**src/rtl/pipe_interlock_pkg.sv**
```systemverilog
package pipe_interlock_pkg;
  parameter int NUM_REGS = 32;
  localparam int REG_BITS = $clog2(NUM_REGS);
  localparam int NUM_SRC = 2;

  typedef logic [REG_BITS-1:0] reg_idx_t;

  // An operand depends on a pending load when it is read, the load writes a
  // real register, and the indices agree.
  function automatic logic operand_waits(input logic used, input reg_idx_t src,
                                         input logic load_pending, input reg_idx_t dst);
    return used && load_pending && (dst != '0) && (src == dst);
  endfunction
endpackage

```
**src/rtl/pipe_interlock_dep.sv**
```systemverilog
module pipe_interlock_dep
  import pipe_interlock_pkg::*;
(
  input  reg_idx_t src_a,
  input  reg_idx_t src_b,
  input  logic     use_a,
  input  logic     use_b,
  input  logic     is_store,
  input  reg_idx_t ld_dst,
  input  logic     ld_valid,
  output logic     dep_hit
);
  reg_idx_t             srcs [NUM_SRC];
  logic [NUM_SRC-1:0]   reads;
  logic [NUM_SRC-1:0]   hits;

  always_comb begin
    srcs[0] = src_a;
    srcs[1] = src_b;
    reads[0] = use_a;
    // Store data is forwarded to the memory input, so it never waits.
    reads[1] = use_b && !is_store;
  end

  for (genvar i = 0; i < NUM_SRC; i++) begin : g_src
    assign hits[i] = operand_waits(reads[i], srcs[i], ld_valid, ld_dst);
  end

  assign dep_hit = |hits;
endmodule

```
**src/rtl/pipe_interlock_port.sv**
```systemverilog
module pipe_interlock_port (
  input  logic data_access,
  output logic fetch_blocked
);
  // One memory serves fetch and data; a data access wins the port.
  assign fetch_blocked = data_access;
endmodule

```
**src/rtl/pipe_interlock.sv**
```systemverilog
module pipe_interlock
  import pipe_interlock_pkg::*;
(
  input  logic                clk,
  input  logic                rst_n,
  input  logic [REG_BITS-1:0] dec_src_a,
  input  logic [REG_BITS-1:0] dec_src_b,
  input  logic                dec_use_a,
  input  logic                dec_use_b,
  input  logic                dec_is_store,
  input  logic [REG_BITS-1:0] ex_dst,
  input  logic                ex_is_load,
  input  logic                mem_busy,
  output logic                pc_hold,
  output logic                ifid_hold,
  output logic                idex_bubble
);
  logic lu_hit;
  logic port_busy;
  logic front_stall;

  pipe_interlock_dep u_dep (
    .src_a    (dec_src_a),
    .src_b    (dec_src_b),
    .use_a    (dec_use_a),
    .use_b    (dec_use_b),
    .is_store (dec_is_store),
    .ld_dst   (ex_dst),
    .ld_valid (ex_is_load),
    .dep_hit  (lu_hit)
  );

  pipe_interlock_port u_port (
    .data_access   (mem_busy),
    .fetch_blocked (port_busy)
  );

  assign front_stall = lu_hit || port_busy;
  assign pc_hold     = front_stall;
  assign ifid_hold   = front_stall;
  assign idex_bubble = front_stall;
endmodule

```
**config.mk**
```make
export PLATFORM = sky130hd
export DESIGN_NAME = pipe_interlock
export DESIGN_NICKNAME = d
export VERILOG_FILES = /design/src/rtl/pipe_interlock_pkg.sv /design/src/rtl/pipe_interlock_dep.sv /design/src/rtl/pipe_interlock_port.sv /design/src/rtl/pipe_interlock.sv
export SDC_FILE = /design/constraint.sdc
export NUM_CORES = 1
export LEC_CHECK = 0
export CORE_AREA = 2 2 39 41
export DETAILED_ROUTE_END_ITERATION = 8
export DIE_AREA = 0 0 41 43
export SETUP_SLACK_MARGIN = 0.4
export SYNTH_ARGS = -nofsm -noshare
export SYNTH_HDL_FRONTEND = slang
export SYNTH_SLANG_ARGS = --single-unit
```
**constraint.sdc**
```tcl
create_clock -name vclk -period 1.68
set_clock_uncertainty 0.05 [all_clocks]
set_input_delay 0.42 -clock vclk [all_inputs]
set_output_delay 0.42 -clock vclk [all_outputs]
set_load 0.005 [all_outputs]
```
==> run metrics <==
die area 1760 µm²; num sequential 0; DP HPWL 499 µm; register area 0 µm²; Max Cap Violations 0; Final Max Tran Viols 0; synthesized area 171 µm²; Die Y 43 µm; Synth Warn # 0; first-pass GRT wire length 883 µm; share of layout cells above drive strength 1 65.9%; Syn-to-layout area delta 185%; die width 41 µm; initial cell density of the core 12.4%; P per Cell Area 233 nW/µm²; number of global-route vias before repair 220; min-delay src dec_is_store; 1st-iter DRT viols 0; Worst Path Arrival roughly 1.5 ns; IO Pins 25; synth unique cells 10; post-synthesis sequential area ratio 0%; overall power 114 µW; multi-input combinational cell area 239 µm²; I/O Buffers 23; worst-path maximum fanout 3; Crit Path Category input port to output port; Fillers around 150; Hold Crit Depth 5; NumNets Final 68; status finished, violations left; worst slew pin tran between 0.15 and 0.2 ns; DR vias 230; Syn Nets 41; Max Clk Rate 511 MHz; RSZ-0062 raised after global routing yes; Post-DRT Antenna Nets 0; cells after synthesis 19; Clock buffer cells 0; Final Hold Violating Endpoints 0; largest net degree at the start of global routing 4; Final Critical Period between 1.5 and 2 ns; final period utilization 117%; Lkg Pwr 0.207 nW; critical path capture point type output port; drt pass-1 iters 1; critical path data required time 1.21 ns; Min-Delay Path Class input port to output port; worst hold slack 1.29 ns; Final Worst Setup Slack -0.277 ns; failing checks setup timing; DR WL/cell 9.48 µm; vias per cell approximately 3.8; # DRC 0; Mean Syn Cell Area 9.02 µm²; Diodes inserted 0; WHS Endpoint ifid_hold; GP Congestion between 0.5 and 0.6; Final setup viols 3; GRT Overall Usage about 6.9%; maximum VDD drop 0.0541 mV; relative slew slack 86.7%; Total Wirelength around 570 µm; total gr overflow 0; Startpoint Class input port; initial antenna violation count 0; Core ar. 1380 µm²; FP Rows 14
power by group:
part	internal [mW]	total [mW]	leakage, nW	switching (mW)
Clock	0	0	0	0
Sequential	0	0	0	0
Combinational	0.0718	0.114	0.207	0.0420
synth_stat cells:
cell type	n	area share, %
a31oi_1	1	3.7
buf_4	2	8.8
nand4_1	1	3.7
nor4_4	1	12
nor4b_2	1	8.8
o21ai_1	1	2.9
o21bai_1	1	4.4
or4_1	1	4.4
xnor2_1	5	26
xor2_1	5	26
worst max-delay path, cell delays in order:
cell and delay, ns:
buf_8 0.10, buf_6 0.10, or4_1 0.49, o21ai_1 0.13, o21bai_1 0.11, buf_2 0.14
area by class of cell:
class / count / share of cell area (%)
tap: 16 / 4.09
timing repair buffer: 27 / 47.1
multi-input combinational: 17 / 48.8
per-stage QoR:
| stage | utilization, % | setup WS, ns | area, µm² | std cells | TNS (ns) |
|---|---|---|---|---|---|
| after floorplan | - | -0.108 | 194 | 19 | -0.215 |
| after global placement | 32.6 | -1.09 | 452 | 59 | -3.25 |
| after detailed placement | 32.6 | -1.12 | 452 | 59 | -3.36 |
| after CTS | 32.7 | -0.327 | 453 | 59 | -0.975 |
| after global routing | 35.4 | -0.347 | 489 | 60 | -1.03 |
| final | 35.4 | -0.277 | 489 | 60 | -0.828 |
cells by family after synthesis:
group,count (synthesis),share of synthesized area (%)
AOI/OAI and AO/OA,3,11.0
xor gates and xnor gates,10,51.1
buffers and inverters,2,8.76
and+or+nand+nor,4,29.2
cell usage in the layout (no fill, tap or decap):
cell / count
xnor2_2: 4
xor2_2: 2
buf_8: 2
clkdlybuf4s50_1: 5
dlymetal6s2s_1: 1
clkdlybuf4s15_2: 1
clkdlybuf4s15_1: 1
o21ai_1: 1
buf_6: 4
dlygate4sd2_1: 1
o21bai_1: 1
buf_2: 9
clkbuf_2: 2
buf_4: 1
a31oi_1: 1
xnor2_1: 1
xor2_1: 1
nand4_1: 1
nor4b_2: 1
xor2_4: 2
nor4_4: 1
or4_1: 1
routing by layer:
metal | share of wire (%) | track usage, % | up-vias
met1 | 32 | 7.77 | 101
li1 | - | - | 115
met3 | 15 | 0.524 | 0
met4 | 0 | 0 | 0
met2 | 53 | 13.8 | 14
met5 | 0 | 0 | -
worst max-delay path by stage:
stage	to	slack (ns)	depth (start not counted)	from
final	idex_bubble	-0.28	6	ex_dst[2]
after global routing	pc_hold	-0.35	6	ex_dst[2]
after CTS	idex_bubble	-0.33	7	ex_dst[1]
after detailed placement	idex_bubble	-1.12	7	ex_dst[3]
after global placement	idex_bubble	-1.09	7	ex_dst[3]
after floorplan	ifid_hold	-0.11	6	ex_dst[2]
timing repair:
action                                  CTS  global route
pin swaps                                11            11
setup buffers                             0             1
hold endpoints to repair                  0             0
gates resized for setup                  63            15
endpoints found under the setup margin    3             3
hold buffers                              0             0
(Power assumes the default switching activity.)
